--- src/rtl/tr_pkg.sv ---
package tr_pkg;
    localparam int FRAC_W = 6;

    typedef struct packed {
        logic [5:0] a_sh;
        logic [5:0] b_sh;
    } gain_t;
endpackage

--- src/rtl/tr_ted.sv ---
module tr_ted #(
    parameter int W_Y     = 8,
    parameter int W_D     = 4,
    parameter int DEC_LAT = 4,
    parameter int W_E     = W_Y + W_D + 1
) (
    input  logic                  clk,
    input  logic                  rst_n,
    input  logic                  clr,
    input  logic                  acc,
    input  logic signed [W_Y-1:0] y,
    input  logic signed [W_D-1:0] d,
    output logic signed [W_E-1:0] e,
    output logic                  e_vld
);
    localparam int FW = $clog2(DEC_LAT + 2);
    localparam logic [FW-1:0] FULL = FW'(DEC_LAT + 1);

    typedef struct packed {
        logic [DEC_LAT-1:0][W_Y-1:0] hist;
        logic signed [W_Y-1:0]       yap;
        logic signed [W_D-1:0]       dp;
        logic [FW-1:0]               fill;
    } st_t;

    st_t q, n;
    logic signed [W_Y-1:0] ya;
    logic signed [W_E-1:0] p_cur, p_old;

    always_comb begin
        n     = q;
        ya    = q.hist[DEC_LAT-1];
        p_cur = W_E'(ya) * W_E'(q.dp);
        p_old = W_E'(q.yap) * W_E'(d);
        e     = p_cur - p_old;
        e_vld = acc && (q.fill == FULL);
        if (clr) begin
            n = '0;
        end else if (acc) begin
            n.hist[0] = y;
            for (int i = 1; i < DEC_LAT; i++) begin
                n.hist[i] = q.hist[i-1];
            end
            n.yap = ya;
            n.dp  = d;
            if (q.fill != FULL) n.fill = q.fill + 1'b1;
        end
    end

    always_ff @(posedge clk or negedge rst_n) begin
        if (!rst_n) q <= '0;
        else        q <= n;
    end

    // no error straight after a clear
    a_r7_gate_after_clr: assert property (@(posedge clk) disable iff (!rst_n)
        clr |=> !e_vld);
    // history frozen while no symbol is accepted
    a_r8_hist_hold: assert property (@(posedge clk) disable iff (!rst_n)
        (!acc && !clr) |=> $stable(q.hist));
endmodule

--- src/rtl/tr_loop_filter.sv ---
module tr_loop_filter #(
    parameter int W_E      = 13,
    parameter int TH_W     = 16,
    parameter int PH_W     = 16,
    parameter int E_LSH    = 9,
    parameter int NOM_STEP = 3277,
    parameter int ACQ_A_SH = 3,
    parameter int ACQ_B_SH = 8,
    parameter int TRK_A_SH = 6,
    parameter int TRK_B_SH = 12
) (
    input  logic                  clk,
    input  logic                  rst_n,
    input  logic                  clr,
    input  logic                  upd,
    input  logic                  track,
    input  logic signed [W_E-1:0] e,
    output logic [PH_W-1:0]       step
);
    localparam int W_X = W_E + E_LSH + TH_W + PH_W + 2;
    localparam tr_pkg::gain_t ACQ = '{a_sh: 6'(ACQ_A_SH), b_sh: 6'(ACQ_B_SH)};
    localparam tr_pkg::gain_t TRK = '{a_sh: 6'(TRK_A_SH), b_sh: 6'(TRK_B_SH)};
    localparam logic signed [W_X-1:0] TH_MAX =
        {{(W_X-TH_W+1){1'b0}}, {(TH_W-1){1'b1}}};
    localparam logic signed [W_X-1:0] TH_MIN =
        {{(W_X-TH_W+1){1'b1}}, {(TH_W-1){1'b0}}};
    localparam logic signed [W_X-1:0] STEP_MAX =
        {{(W_X-PH_W){1'b0}}, {PH_W{1'b1}}};
    localparam logic signed [W_X-1:0] NOM_X = W_X'(NOM_STEP);

    typedef struct packed {
        logic signed [TH_W-1:0] theta;
    } st_t;

    st_t q, n;
    tr_pkg::gain_t g;
    logic signed [W_X-1:0] e_ext, ex, a_term, b_term, th_sum, th_new, raw;

    always_comb begin
        n      = q;
        g      = track ? TRK : ACQ;
        e_ext  = {{(W_X-W_E){e[W_E-1]}}, e};
        ex     = e_ext <<< E_LSH;
        a_term = ex >>> g.a_sh;
        b_term = ex >>> g.b_sh;
        th_sum = {{(W_X-TH_W){q.theta[TH_W-1]}}, q.theta} + b_term;
        if (clr) begin
            n.theta = '0;
        end else if (upd) begin
            if (th_sum > TH_MAX)      n.theta = TH_MAX[TH_W-1:0];
            else if (th_sum < TH_MIN) n.theta = TH_MIN[TH_W-1:0];
            else                      n.theta = th_sum[TH_W-1:0];
        end
        th_new = {{(W_X-TH_W){n.theta[TH_W-1]}}, n.theta};
        raw    = NOM_X + th_new + ((upd && !clr) ? a_term : '0);
        if (raw < 0)             step = '0;
        else if (raw > STEP_MAX) step = STEP_MAX[PH_W-1:0];
        else                     step = raw[PH_W-1:0];
    end

    always_ff @(posedge clk or negedge rst_n) begin
        if (!rst_n) q <= '0;
        else        q <= n;
    end

    // upper rail holds under further positive error
    a_r10_sat_hi: assert property (@(posedge clk) disable iff (!rst_n)
        (q.theta == TH_MAX[TH_W-1:0] && upd && !clr && e > 0)
        |=> q.theta == TH_MAX[TH_W-1:0]);
    // lower rail holds under further negative error
    a_r10_sat_lo: assert property (@(posedge clk) disable iff (!rst_n)
        (q.theta == TH_MIN[TH_W-1:0] && upd && !clr && e < 0)
        |=> q.theta == TH_MIN[TH_W-1:0]);
    // integrator emptied by start of sector
    a_r2_theta_clr: assert property (@(posedge clk) disable iff (!rst_n)
        clr |=> q.theta == '0);
    // integrator only moves on a formed error
    a_r7_theta_hold: assert property (@(posedge clk) disable iff (!rst_n)
        (!upd && !clr) |=> $stable(q.theta));
endmodule

--- src/rtl/tr_phase_acc.sv ---
module tr_phase_acc #(
    parameter int PH_W = 16
) (
    input  logic                      clk,
    input  logic                      rst_n,
    input  logic                      clr,
    input  logic [tr_pkg::FRAC_W-1:0] init,
    input  logic                      smp,
    input  logic [PH_W-1:0]           step,
    output logic [tr_pkg::FRAC_W-1:0] frac,
    output logic                      skip,
    output logic                      out_vld
);
    localparam int FW = tr_pkg::FRAC_W;

    typedef struct packed {
        logic [PH_W-1:0] phase;
        logic            skip;
        logic            ovld;
    } st_t;

    st_t q, n;
    logic [PH_W:0] sum;

    always_comb begin
        n   = q;
        sum = {1'b0, q.phase} + {1'b0, step};
        if (clr) begin
            n.phase = {init, {(PH_W-FW){1'b0}}};
            n.skip  = 1'b0;
            n.ovld  = 1'b0;
        end else if (smp) begin
            n.phase = sum[PH_W-1:0];
            n.skip  = sum[PH_W];
            n.ovld  = !sum[PH_W];
        end else begin
            n.skip  = 1'b0;
            n.ovld  = 1'b0;
        end
    end

    always_ff @(posedge clk or negedge rst_n) begin
        if (!rst_n) q <= '0;
        else        q <= n;
    end

    assign frac    = q.phase[PH_W-1 -: FW];
    assign skip    = q.skip;
    assign out_vld = q.ovld;

    // skip and a valid symbol never together
    a_r4_exclusive: assert property (@(posedge clk) disable iff (!rst_n)
        !(skip && out_vld));
    // every sample gives exactly one of the two
    a_r4_one_each: assert property (@(posedge clk) disable iff (!rst_n)
        (smp && !clr) |=> (skip ^ out_vld));
    // no sample, no motion
    a_r5_hold: assert property (@(posedge clk) disable iff (!rst_n)
        (!smp && !clr) |=> ($stable(q.phase) && !skip && !out_vld));
    // zero step keeps phase and yields a symbol
    a_r11_zero_step: assert property (@(posedge clk) disable iff (!rst_n)
        (smp && !clr && step == '0) |=> ($stable(q.phase) && out_vld));
endmodule

--- src/rtl/tr_timing_loop.sv ---
module tr_timing_loop #(
    parameter int W_Y      = 8,
    parameter int W_D      = 4,
    parameter int DEC_LAT  = 4,
    parameter int PH_W     = 16,
    parameter int TH_W     = 16,
    parameter int E_LSH    = 9,
    parameter int NOM_STEP = 3277,
    parameter int PRE_LEN  = 128,
    parameter int ACQ_A_SH = 3,
    parameter int ACQ_B_SH = 8,
    parameter int TRK_A_SH = 6,
    parameter int TRK_B_SH = 12
) (
    input  logic                      clk,
    input  logic                      rst_n,
    input  logic                      sos,
    input  logic [tr_pkg::FRAC_W-1:0] init_phase,
    input  logic                      smp_vld,
    input  logic                      sym_vld,
    input  logic signed [W_Y-1:0]     sym_y,
    input  logic signed [W_D-1:0]     sym_d,
    output logic [tr_pkg::FRAC_W-1:0] phase_frac,
    output logic                      skip,
    output logic                      out_vld,
    output logic                      tracking
);
    localparam int W_E = W_Y + W_D + 1;
    localparam int CW  = $clog2(PRE_LEN + 1);
    localparam logic [CW-1:0] PRE_END = CW'(PRE_LEN);

    typedef struct packed {
        logic [CW-1:0] cnt;
    } st_t;

    st_t q, n;
    logic acc, e_vld;
    logic signed [W_E-1:0] e;
    logic [PH_W-1:0] step;

    always_comb begin
        n   = q;
        acc = smp_vld && sym_vld && !sos;
        if (sos)                       n.cnt = '0;
        else if (acc && !tracking)     n.cnt = q.cnt + 1'b1;
    end

    always_ff @(posedge clk or negedge rst_n) begin
        if (!rst_n) q <= '0;
        else        q <= n;
    end

    assign tracking = (q.cnt == PRE_END);

    tr_ted #(.W_Y(W_Y), .W_D(W_D), .DEC_LAT(DEC_LAT), .W_E(W_E)) u_ted (
        .clk(clk), .rst_n(rst_n), .clr(sos), .acc(acc),
        .y(sym_y), .d(sym_d), .e(e), .e_vld(e_vld)
    );

    tr_loop_filter #(
        .W_E(W_E), .TH_W(TH_W), .PH_W(PH_W), .E_LSH(E_LSH),
        .NOM_STEP(NOM_STEP), .ACQ_A_SH(ACQ_A_SH), .ACQ_B_SH(ACQ_B_SH),
        .TRK_A_SH(TRK_A_SH), .TRK_B_SH(TRK_B_SH)
    ) u_lf (
        .clk(clk), .rst_n(rst_n), .clr(sos), .upd(e_vld),
        .track(tracking), .e(e), .step(step)
    );

    tr_phase_acc #(.PH_W(PH_W)) u_pa (
        .clk(clk), .rst_n(rst_n), .clr(sos), .init(init_phase),
        .smp(smp_vld), .step(step), .frac(phase_frac),
        .skip(skip), .out_vld(out_vld)
    );

    // start of sector lands the initial phase
    a_r2_sos_load: assert property (@(posedge clk) disable iff (!rst_n)
        sos |=> (phase_frac == $past(init_phase) && !skip && !out_vld && !tracking));
    // a symbol without a sample forms no error
    a_r8_sym_ignored: assert property (@(posedge clk) disable iff (!rst_n)
        (sym_vld && !smp_vld) |-> !e_vld);
    // tracking persists until the next sector
    a_r9_track_hold: assert property (@(posedge clk) disable iff (!rst_n)
        (tracking && !sos) |=> tracking);
    // tracking only starts after an accepted symbol
    a_r9_track_rise: assert property (@(posedge clk) disable iff (!rst_n)
        $rose(tracking) |-> $past(acc));
endmodule

--- config.mk ---
export PLATFORM = sky130hd
export DESIGN_NAME = tr_timing_loop
export DESIGN_NICKNAME = d
export VERILOG_FILES = /design/src/rtl/tr_pkg.sv /design/src/rtl/tr_ted.sv /design/src/rtl/tr_loop_filter.sv /design/src/rtl/tr_phase_acc.sv /design/src/rtl/tr_timing_loop.sv
export SDC_FILE = /design/constraint.sdc
export NUM_CORES = 1
export LEC_CHECK = 0
export BUFFER_PORTS_ARGS = -buffer_cell sky130_fd_sc_hd__buf_2
export CORE_MARGIN = 2
export CORE_UTILIZATION = 55
export CTS_CLUSTER_SIZE = 30
export DETAILED_ROUTE_END_ITERATION = 12
export GPL_TIMING_DRIVEN = 0
export PLACE_DENSITY = 0.7
export SYNTH_ARGS = -nofsm -noshare
export SYNTH_HDL_FRONTEND = slang
export SYNTH_SLANG_ARGS = --single-unit
export TNS_END_PERCENT = 10
--- constraint.sdc ---
create_clock -name clk -period 17.95 [get_ports clk]
set_clock_uncertainty 0.05 [all_clocks]
set_input_delay 0.8975 -clock clk [delete_from_list [all_inputs] [get_ports clk]]
set_output_delay 0.8975 -clock clk [all_outputs]
set_load 0.1 [all_outputs]
==> run metrics <==
CORE AREA 17360 um^2; area overhead of the layout relative to synthesis 8.296%; y dimension of the die around 140 um; number of core rows 48; transition time at the pin with the least slew margin approximately 0.86 ns; count of different cell masters after synthesis 86; arrival time worst endpoint approximately 17 ns; number of iterations in the first detailed-routing pass 5; critical path data required time roughly 18 ns; per-instance average area after synthesis about 8.5 um^2; number of flops mapped to enable cells by yosys 0; category of the critical setup timing path reg -> reg; TritonCTS clock tree yes; outcome complete, no violations; Max clock buf depth 2; Buffers on Ports 29; count of pins over their slew limit 0; vias in the first global route approximately 7700; number of clock buffers inserted by TritonCTS 9; setup repair after global routing missed its margin false; Yosys top cell area share 22.79%; final worst path period share 93.08%; fill cell instance count of the final layout 1573; synth top area cells sky130_fd_sc_hd__dfrtp_1 23%, sky130_fd_sc_hd__fa_1 14%, sky130_fd_sc_hd__ha_1 12%; kind of cell adding the most delay to the critical path compound AO/OA/AOI/OAI gates; first-pass GRT wire length approximately 38000 um; overall global routing resource usage between 20 and 30%; type of destination of the critical path flop; largest vdd supply drop a little under 0.00008 V; number of nets in the synthesized netlist around 1300; routed wire length between 20000 and 25000 um; top flip-flop cell by instance count after synthesis sky130_fd_sc_hd__dfrtp_1; proportion of layout cells with a drive suffix above 1 under 10%; total buffers and inverters traversed by the critical path 7; normalized max-slew margin a little over two fifths; worst hold path type in -> async; average routed wire per standard cell about 16 um; Total Die Area 18850 um^2; clock transition at the registers of the reported paths about 0.070 ns; hold-fix buffer count after cts 0; setup tns final 0 ns; Cell Area, Synth 9773 um^2; TritonCTS sink count just under 90; delay of the slowest cell on the worst path about 0.54 ns; final layout net count ~1400; count of H-tree levels built during CTS 3; remaining routing DRC violations 0; Top-Level Pins 32; vias after detailed routing between 8000 and 9000; MaxCap Viol Count 0; Slowest-stage cell, CP sky130_fd_sc_hd__fa_1; most used cell, CP sky130_fd_sc_hd__a21oi_1; worst-path maximum fanout 12; Post-CTS Setup Bufs 0; routability congestion estimate approximately 0.95; FFs w/ async S/R, synth 100.0%; cell count after synthesis between 1000 and 1500; Final WS setup between 1 and 1.5 ns; violation count after the first detailed-route iteration 448; initial antenna violation count 0; P per Cell Area 78.13 nW/um^2; Vias per Instance between 5 and 6; proportion of synthesized chip area in sequential cells a little under a quarter; clock insertion delay at the later pin of the skew report approximately 0.36 ns; Setup Slack @ Placement just under 0.3 ns; die boundary width about 140 um; Yosys warnings 0; initial standard-cell utilization of the core 56.31%; largest net degree at the start of global routing 61; post-detailed-placement half-perimeter wirelength between 15000 and 20000 um; count of antenna diodes in the layout 0; Startpoint Class flop; Pleak between 5 and 6 nW; Final min period around 17 ns; antenna violation net count after detailed routing 0; Synth area leader sky130_fd_sc_hd__dfrtp_1; Overflow after GRT 0; number of synthesized register bits 89; top achievable clock speed 0.05985 GHz; Finish-stage setup viols 0; count of final hold-check violations 0; CTS root buf sky130_fd_sc_hd__clkbuf_16
cell usage after synthesis (3+ instances only):
cell                       number
sky130_fd_sc_hd__nor3_1        25
sky130_fd_sc_hd__nand2b_1       7
sky130_fd_sc_hd__a21oi_1      131
sky130_fd_sc_hd__nor4_1         4
sky130_fd_sc_hd__nor2_1        78
sky130_fd_sc_hd__a2111o_1       3
sky130_fd_sc_hd__nand4_1        7
sky130_fd_sc_hd__and4_1         4
sky130_fd_sc_hd__nor4bb_1       3
sky130_fd_sc_hd__mux2i_1       15
sky130_fd_sc_hd__o21ai_1        3
sky130_fd_sc_hd__nand3_1       15
sky130_fd_sc_hd__fa_1          69
sky130_fd_sc_hd__nand4b_1       4
sky130_fd_sc_hd__a22oi_1        4
sky130_fd_sc_hd__nand2_1      180
sky130_fd_sc_hd__dfrtp_1       89
sky130_fd_sc_hd__a31oi_1        9
sky130_fd_sc_hd__ha_1          92
sky130_fd_sc_hd__buf_1          3
sky130_fd_sc_hd__o21bai_1       8
sky130_fd_sc_hd__a21o_1        22
sky130_fd_sc_hd__clkbuf_1      32
sky130_fd_sc_hd__o21a_1         9
sky130_fd_sc_hd__inv_1         87
sky130_fd_sc_hd__o21ai_0       29
sky130_fd_sc_hd__a21oi_2        3
sky130_fd_sc_hd__and2_1        26
sky130_fd_sc_hd__nor2b_1       16
sky130_fd_sc_hd__or3_1          4
sky130_fd_sc_hd__xnor2_1       42
sky130_fd_sc_hd__or2_2         13
sky130_fd_sc_hd__a211oi_1       6
sky130_fd_sc_hd__buf_4          7
sky130_fd_sc_hd__and3_1         9
sky130_fd_sc_hd__a21o_2         3
sky130_fd_sc_hd__xor2_1        29
sequential cells by signal (all words and copies together) (netlist names):
signal	cells
u_pa.skip	1
u_pa.q	10
u_pa.frac	6
u_pa.out_vld	1
q	8
u_lf.q	16
u_ted.ya	8
u_ted.q	39
metrics by stage:
| step | hold slack, ns | area [um^2] | util (%) | total power, mW | std cells |
|---|---|---|---|---|---|
| floorplan | 0.4433 | 9773 | - | 0.5177 | 1151 |
| global placement | 0.4532 | 10200 | 58.77 | 0.6073 | 1405 |
| detailed placement | 0.4581 | 10240 | 58.98 | 0.6129 | 1406 |
| CTS | 0.4207 | 10560 | 60.82 | 0.8225 | 1422 |
| global route | 0.4394 | 10580 | 60.98 | 0.8818 | 1420 |
| finish | 0.4098 | 10580 | 60.98 | 0.8270 | 1420 |
where the power goes:
part	leakage (nW)	internal, mW	switching, mW	total (mW)
registers	1.22	0.207	0.00594	0.213
clock network	0.155	0.113	0.0940	0.207
logic	3.70	0.156	0.251	0.407
per-layer routing:
metal  track usage [%]  share of wire, %
met1             37.80                49
met2             41.24                46
met3             2.024               3.8
met4             8.190               2.0
met5                 0                 0
final cells by class:
type | count | area (um^2) | area share [%]
well taps | 225 | 281.5 | 2.660
clock inverters | 7 | 93.84 | 0.8866
multi-input cells | 931 | 7049 | 66.60
repair buffers | 31 | 180.2 | 1.702
inverters | 87 | 326.6 | 3.085
clock buffers | 9 | 225.2 | 2.128
plain buffers | 41 | 200.2 | 1.891
flip-flops and latches | 89 | 2227 | 21.04
cell families after synthesis:
group | share of synthesized area (%)
AOI/OAI and AO/OA | 17.39
xor gates and xnor gates | 6.363
adders and majority gates | 25.91
buffers and inverters | 5.479
DFF | 22.79
muxes | 1.536
other | 0.03837
and+or+nand+nor | 20.50
path summary, 6_finish.rpt:
check / startpoint / end / cells after the start / slack, ns
max in group asynchronous: rst_n / u_lf.q[14] / 2 / 16.80
worst max-delay path: u_ted.q[5] / u_pa.out_vld / 71 / 1.24
worst max register to register: u_ted.q[5] / u_pa.out_vld / 71 / 1.24
min in group clk: u_ted.q[20] / u_ted.q[28] / 2 / 0.47
worst min register to register: u_ted.q[20] / u_ted.q[28] / 2 / 0.47
worst min-delay path: rst_n / u_ted.q[20] / 1 / 0.41
repair_timing:
action / in CTS / in global routing
endpoints found under the setup margin: 0 / 6
gates resized for setup: 0 / 11
endpoints found under the hold margin: 0 / 0
cells in the final DEF, fill, tap and decap left out, types with 5 or more instances in the layout:
cell type	netlist	final
sky130_fd_sc_hd__a21oi_1	131	130
sky130_fd_sc_hd__clkbuf_1	32	27
sky130_fd_sc_hd__nor2b_1	16	16
sky130_fd_sc_hd__fa_1	69	69
sky130_fd_sc_hd__a31oi_1	9	8
sky130_fd_sc_hd__clkbuf_16	0	9
sky130_fd_sc_hd__o21bai_1	8	8
sky130_fd_sc_hd__nand3_1	15	15
sky130_fd_sc_hd__a21o_1	22	22
sky130_fd_sc_hd__dfrtp_1	89	89
sky130_fd_sc_hd__mux2i_1	15	15
sky130_fd_sc_hd__buf_2	0	29
sky130_fd_sc_hd__nor2_1	78	77
sky130_fd_sc_hd__nand2b_1	7	7
sky130_fd_sc_hd__inv_8	0	5
sky130_fd_sc_hd__ha_1	92	92
sky130_fd_sc_hd__o21a_1	9	9
sky130_fd_sc_hd__a211oi_1	6	6
sky130_fd_sc_hd__nor3_1	25	25
sky130_fd_sc_hd__and2_1	26	26
sky130_fd_sc_hd__inv_1	87	87
sky130_fd_sc_hd__nand2_1	180	180
sky130_fd_sc_hd__buf_4	7	8
sky130_fd_sc_hd__nand4_1	7	7
sky130_fd_sc_hd__and3_1	9	9
sky130_fd_sc_hd__o21ai_0	29	28
sky130_fd_sc_hd__or2_2	13	13
sky130_fd_sc_hd__xor2_1	29	29
sky130_fd_sc_hd__xnor2_1	42	41
Power figures use the tool's default switching activity.
